--- src/rtl/arpgate_pkg.sv ---
package arpgate_pkg;

    typedef enum logic [1:0] {
        MODE_PLAIN = 2'b00,
        MODE_ARP   = 2'b01,
        MODE_SPLIT = 2'b10,
        MODE_RSVD  = 2'b11
    } kbd_mode_e;

    typedef struct packed {
        logic key;
        logic hold;
        logic pedal;
    } ctl_in_t;

    localparam int CTL_W = $bits(ctl_in_t);

    function automatic logic mode_runs_arp(kbd_mode_e m);
        return (m == MODE_ARP) || (m == MODE_SPLIT);
    endfunction

    function automatic logic clamp_active(ctl_in_t c);
        return c.hold | c.pedal;
    endfunction

endpackage

--- src/rtl/arpgate_sync.sv ---
module arpgate_sync #(
    parameter int WIDTH  = 3,
    parameter int STAGES = 2
) (
    input  logic             clk,
    input  logic             rst,
    input  logic [WIDTH-1:0] d_async,
    output logic [WIDTH-1:0] q_sync
);
    logic [STAGES-1:0][WIDTH-1:0] chain;

    for (genvar s = 0; s < STAGES; s++) begin : g_stage
        if (s == 0) begin : g_first
            always_ff @(posedge clk) begin
                if (rst) chain[0] <= '0;
                else     chain[0] <= d_async;
            end
        end else begin : g_next
            always_ff @(posedge clk) begin
                if (rst) chain[s] <= '0;
                else     chain[s] <= chain[s-1];
            end
        end
    end

    assign q_sync = chain[STAGES-1];
endmodule

--- src/rtl/arpgate_osc.sv ---
module arpgate_osc #(
    parameter int PERIOD = 8
) (
    input  logic clk,
    input  logic rst,
    input  logic restart,
    output logic raw,
    output logic wrap
);
    localparam int HALF = PERIOD / 2;
    localparam int CW   = (PERIOD > 2) ? $clog2(PERIOD) : 1;
    localparam logic [CW-1:0] LAST = CW'(PERIOD - 1);
    localparam logic [CW-1:0] HALF_V = CW'(HALF);

    logic [CW-1:0] phase;

    always_ff @(posedge clk) begin
        if (rst || restart)     phase <= '0;
        else if (phase == LAST) phase <= '0;
        else                    phase <= phase + 1'b1;
    end

    assign raw  = (phase < HALF_V);
    assign wrap = (phase == LAST) && !restart;
endmodule

--- src/rtl/arpgate_ctl.sv ---
module arpgate_ctl
    import arpgate_pkg::*;
(
    input  logic      clk,
    input  logic      rst,
    input  kbd_mode_e mode,
    input  ctl_in_t   ctl_s,
    input  logic      wrap,
    output logic      start,
    output logic      restart,
    output logic      half_clk
);
    logic arp_on;
    logic start_nx;

    assign arp_on  = mode_runs_arp(mode);
    assign restart = arp_on && ctl_s.key && !start;

    always_comb begin
        start_nx = start;
        if (!arp_on)                                start_nx = 1'b0;
        else if (ctl_s.key)                         start_nx = 1'b1;
        else if (!clamp_active(ctl_s))              start_nx = 1'b0;
    end

    always_ff @(posedge clk) begin
        if (rst) begin
            start    <= 1'b0;
            half_clk <= 1'b0;
        end else begin
            start <= start_nx;
            if (restart)   half_clk <= 1'b0;
            else if (wrap) half_clk <= ~half_clk;
        end
    end
endmodule

--- src/rtl/arpgate_top.sv ---
module arpgate_top
    import arpgate_pkg::*;
#(
    parameter int PERIOD      = 8,
    parameter int SYNC_STAGES = 2
) (
    input  logic       clk,
    input  logic       rst,
    input  logic       key_down,
    input  logic [1:0] mode,
    input  logic       hold_sw,
    input  logic       pedal_open,
    output logic       clk_out,
    output logic       irq_clk,
    output logic       start_o
);
    ctl_in_t ctl_raw;
    ctl_in_t ctl_s;
    logic    restart;
    logic    wrap;
    logic    half_clk;
    logic    start;

    assign ctl_raw = '{key: key_down, hold: hold_sw, pedal: pedal_open};

    arpgate_sync #(.WIDTH(CTL_W), .STAGES(SYNC_STAGES)) u_sync (
        .clk     (clk),
        .rst     (rst),
        .d_async (ctl_raw),
        .q_sync  (ctl_s)
    );

    arpgate_osc #(.PERIOD(PERIOD)) u_osc (
        .clk     (clk),
        .rst     (rst),
        .restart (restart),
        .raw     (clk_out),
        .wrap    (wrap)
    );

    arpgate_ctl u_ctl (
        .clk      (clk),
        .rst      (rst),
        .mode     (kbd_mode_e'(mode)),
        .ctl_s    (ctl_s),
        .wrap     (wrap),
        .start    (start),
        .restart  (restart),
        .half_clk (half_clk)
    );

    assign start_o = start;
    assign irq_clk = start & half_clk;
endmodule

--- config.mk ---
export PLATFORM = sky130hd
export DESIGN_NAME = arpgate_top
export DESIGN_NICKNAME = d
export VERILOG_FILES = /design/src/rtl/arpgate_pkg.sv /design/src/rtl/arpgate_sync.sv /design/src/rtl/arpgate_osc.sv /design/src/rtl/arpgate_ctl.sv /design/src/rtl/arpgate_top.sv
export SDC_FILE = /design/constraint.sdc
export NUM_CORES = 1
export LEC_CHECK = 0
export ABC_AREA = 1
export CAP_MARGIN = 10
export CORE_AREA = 2 2 39 41
export CTS_BUF_LIST = sky130_fd_sc_hd__clkbuf_4
export DETAILED_ROUTE_END_ITERATION = 8
export DIE_AREA = 0 0 41 43
export GPL_TIMING_DRIVEN = 0
export HOLD_SLACK_MARGIN = 0.1
export SETUP_SLACK_MARGIN = 0.15
export SYNTH_ARGS = -nofsm -noshare
export SYNTH_HDL_FRONTEND = slang
export SYNTH_SLANG_ARGS = --single-unit
--- constraint.sdc ---
create_clock -name clk -period 0.9 [get_ports clk]
set_input_delay 0.18 -clock clk [delete_from_list [all_inputs] [get_ports clk]]
set_output_delay 0.18 -clock clk [all_outputs]
set_load 0.02 [all_outputs]
==> impl_metrics.py <==
metrics = {
    "setup_path": {
        "ff2ff_path_depth": 5,
        "worstReg2RegEnd": "u_osc.phase[0]",
        "rrSetupSlack_ns": -0.05,
        "end_kind": "primary output",
        "reg2reg_from": "u_osc.phase[0]",
        "cp.arrival_ns": 0.80,
        "worstSetupStartpointType": "flop",
        "crit_fanout": 3,
        "worstPathRequired_ns": 0.72,
        "crit_type": "flop to primary output",
    },
    "power": {
        "cellPowerDensity_nw_per_um2": 1610,
        "power_uw": 1000,
        "peakVddDrop_mv": 0.805,
        "leakage_uw": 0.000299,
    },
    "routing": {
        "vias_per_cell": 4.01,
        "drt-initial-drc-count": 3,
        "wire_per_inst_um": 7.27,
        "vias": 325,
        "wirelength_um": 589,
        "highest_layer": "met3",
        "route.detailed.drc": 0,
        "drtPass1Iterations": 2,
        "wl_met3_um": 40,
        "ant_nets": 0,
        "drt-met1-wl_um": 274,
        "wl_met2_um": 275,
    },
    "placement": {
        "gp_congestion": 0.639,
        "placed_area_um2": 543,
        "dpl.hpwl_um": 398,
        "port-buffer-count": 9,
    },
    "clock_network": {
        "cts_tree": "built",
        "cts_sinks": 11,
        "cts_inserted_buffers": 3,
        "clockBufferDepth": 2,
        "htree_levels": 1,
        "clock_latency_ns": 0.26,
        "cts_hold_buf": 0,
        "clk_pin_slew_ns": 0.07,
        "clockRootBuffer": "clkbuf_4",
    },
    "timing": {
        "timing.final.ws_setup_ns": -0.0810,
        "min_period_over_period_pct": 109,
        "report.final.setup_viol": 7,
        "slew_headroom_pct": 84.2,
        "drv_slew": 0,
        "finalClockSkew_ns": 0.00129,
        "timing.fmax_mhz": 1020,
        "rsz0062_at_grt": "yes",
        "fin_crit_ns": 0.981,
        "finalHoldViolCount": 0,
        "worst_pin_slew_ns": 0.237,
    },
    "grt": {
        "grt.total_usage_pct": 7.86,
        "antenna_found_initial": 0,
        "grt_pass1_wl_um": 883,
        "grt_max_degree": 8,
        "grt_pass1_vias": 244,
        "gr-total-overflow": 0,
    },
    "layout": {
        "regArea_um2": 226,
        "diodes": 0,
        "drive_gt1_share_pct": 43.1,
        "area_growth_pct": 54.2,
        "multi_input_area_um2": 180,
        "final_area_um2": 623,
        "nets": 75,
        "nFillCells": 142,
    },
    "die": {
        "die_h_um": 43,
        "rows": 14,
        "initial_core_util_pct": 29.2,
        "design.core.area_um2": 1380,
        "die_w_um": 41,
        "io_pins": 10,
        "dieArea_um2": 1760,
    },
    "min_path": {
        "holdCritStartpoint": "mode[0]",
        "min_to": "u_ctl.start",
        "holdPathStages": 4,
        "hp-class": "input pin to flop",
    },
    "yosys": {
        "yosys_warnings": 0,
        "syn_inst": 49,
        "synth.distinct_cells": 12,
        "ys_seq_area_share_pct": 54.5,
        "mappedNetlistArea_um2": 404,
        "synth-seq-cells": 11,
        "synth.avg_cell_area_um2": 8.25,
        "synth_fp_nets": 58,
    },
    "outcome": {
        "violations": "negative setup slack",
        "status": "finished with violations",
    },
    "run": {
        "cap_violations": 0,
    },
}
## Yosys cell counts (all sizes together)
cell	number	area, µm²
xnor2	1	8.76
inv	15	56.3
nand2	4	17.5
nand3	3	25.0
dfxtp	11	220
nor2	11	41.3
a21oi	1	5.00
ha	2	25.0
o21ai	1	5.00
## registers in the layout, summed over array words and instances, names as in the netlist
register and count:
u_osc.phase 3, u_sync.chain 3, u_sync.q_sync 3, u_ctl.half_clk 1, u_ctl.start 1
## area by class of cell
cell class,instances,share of cell area [%]
Clock buffer,4,4.82
Inverter,15,9.04
Tap cell,16,3.21
Sequential cell,11,36.3
Multi-Input combinational cell,23,28.9
Timing Repair Buffer,12,17.7
## critical path: stages, from the launching register on
cell and delay (ns):
dfxtp_2 0.34, nand2_2 0.05, inv_2 0.04, buf_6 0.10
## kinds of logic (layout without fill, tap and decap cells)
| group | count (synthesis) | in the layout | synth area share, % |
|---|---|---|---|
| buffers and inverters | 15 | 31 | 13.9 |
| adder cells (fa/ha/maj) | 2 | 2 | 6.19 |
| AND/OR/NAND/NOR | 18 | 18 | 20.7 |
| XOR/XNOR | 1 | 1 | 2.17 |
| AO/OA/AOI/OAI | 2 | 2 | 2.47 |
| flip-flops | 11 | 11 | 54.5 |
## through the flow
stage               setup WS (ns)  std cells  utilization, %  hold WS, ns  setup TNS [ns]
floorplan                 0.00224         49               -        0.251               0
global placement           -0.296         74            39.2        0.390           -2.43
detailed placement         -0.298         74            39.2        0.396           -2.41
CTS                       -0.0954         81            43.4        0.356          -0.298
global route               -0.133         81            45.0        0.284          -0.561
finish                    -0.0810         81            45.0        0.268          -0.293
## metal layers
metal | global-route usage, % | up-vias
met5 | 0 | -
met4 | 8.00 | 0
met3 | 3.14 | 0
met2 | 11.3 | 10
met1 | 7.82 | 143
li1 | - | 172
## worst max-delay path by stage
stage          cells after the start        endpoint  slack, ns           start
2_1_floorplan                      4  u_ctl.half_clk      0.002  u_osc.phase[0]
3_3_place_gp                       3         irq_clk      -0.30     u_ctl.start
3_5_place_dp                       3         irq_clk      -0.30     u_ctl.start
4_1_cts                            3         irq_clk       -0.1     u_ctl.start
5_1_grt                            3         irq_clk      -0.13     u_ctl.start
6_report                           3         irq_clk      -0.08     u_ctl.start
## placed cells by master (no fill, tap or decap)
cell type / instances
nand2_1: 2
a21oi_1: 1
nor2_1: 9
nand2_2: 2
inv_2: 4
buf_6: 2
clkdlybuf4s50_1: 3
ha_4: 2
buf_4: 3
nand3_4: 1
o21ai_0: 1
nand3_2: 1
nor2_4: 1
dfxtp_1: 6
buf_2: 1
clkbuf_4: 4
nor2_2: 1
xnor2_2: 1
inv_1: 11
dfxtp_2: 5
nand3_1: 1
dlymetal6s2s_1: 1
dlygate4sd2_1: 2
## where the power goes
| group | leakage (µW) | switching [µW] | internal, µW |
|---|---|---|---|
| combinational | 0.000188 | 50.5 | 58.5 |
| clock | 0.0000184 | 162 | 201 |
| sequential | 0.0000926 | 13.7 | 515 |
## repair_timing
action                     CTS  global route
pin swaps                    4             3
setup endpoints to repair    8             8
buffers inserted             3             0
resized for setup           22             6
No activity file was read; power rests on OpenSTA's default activity.
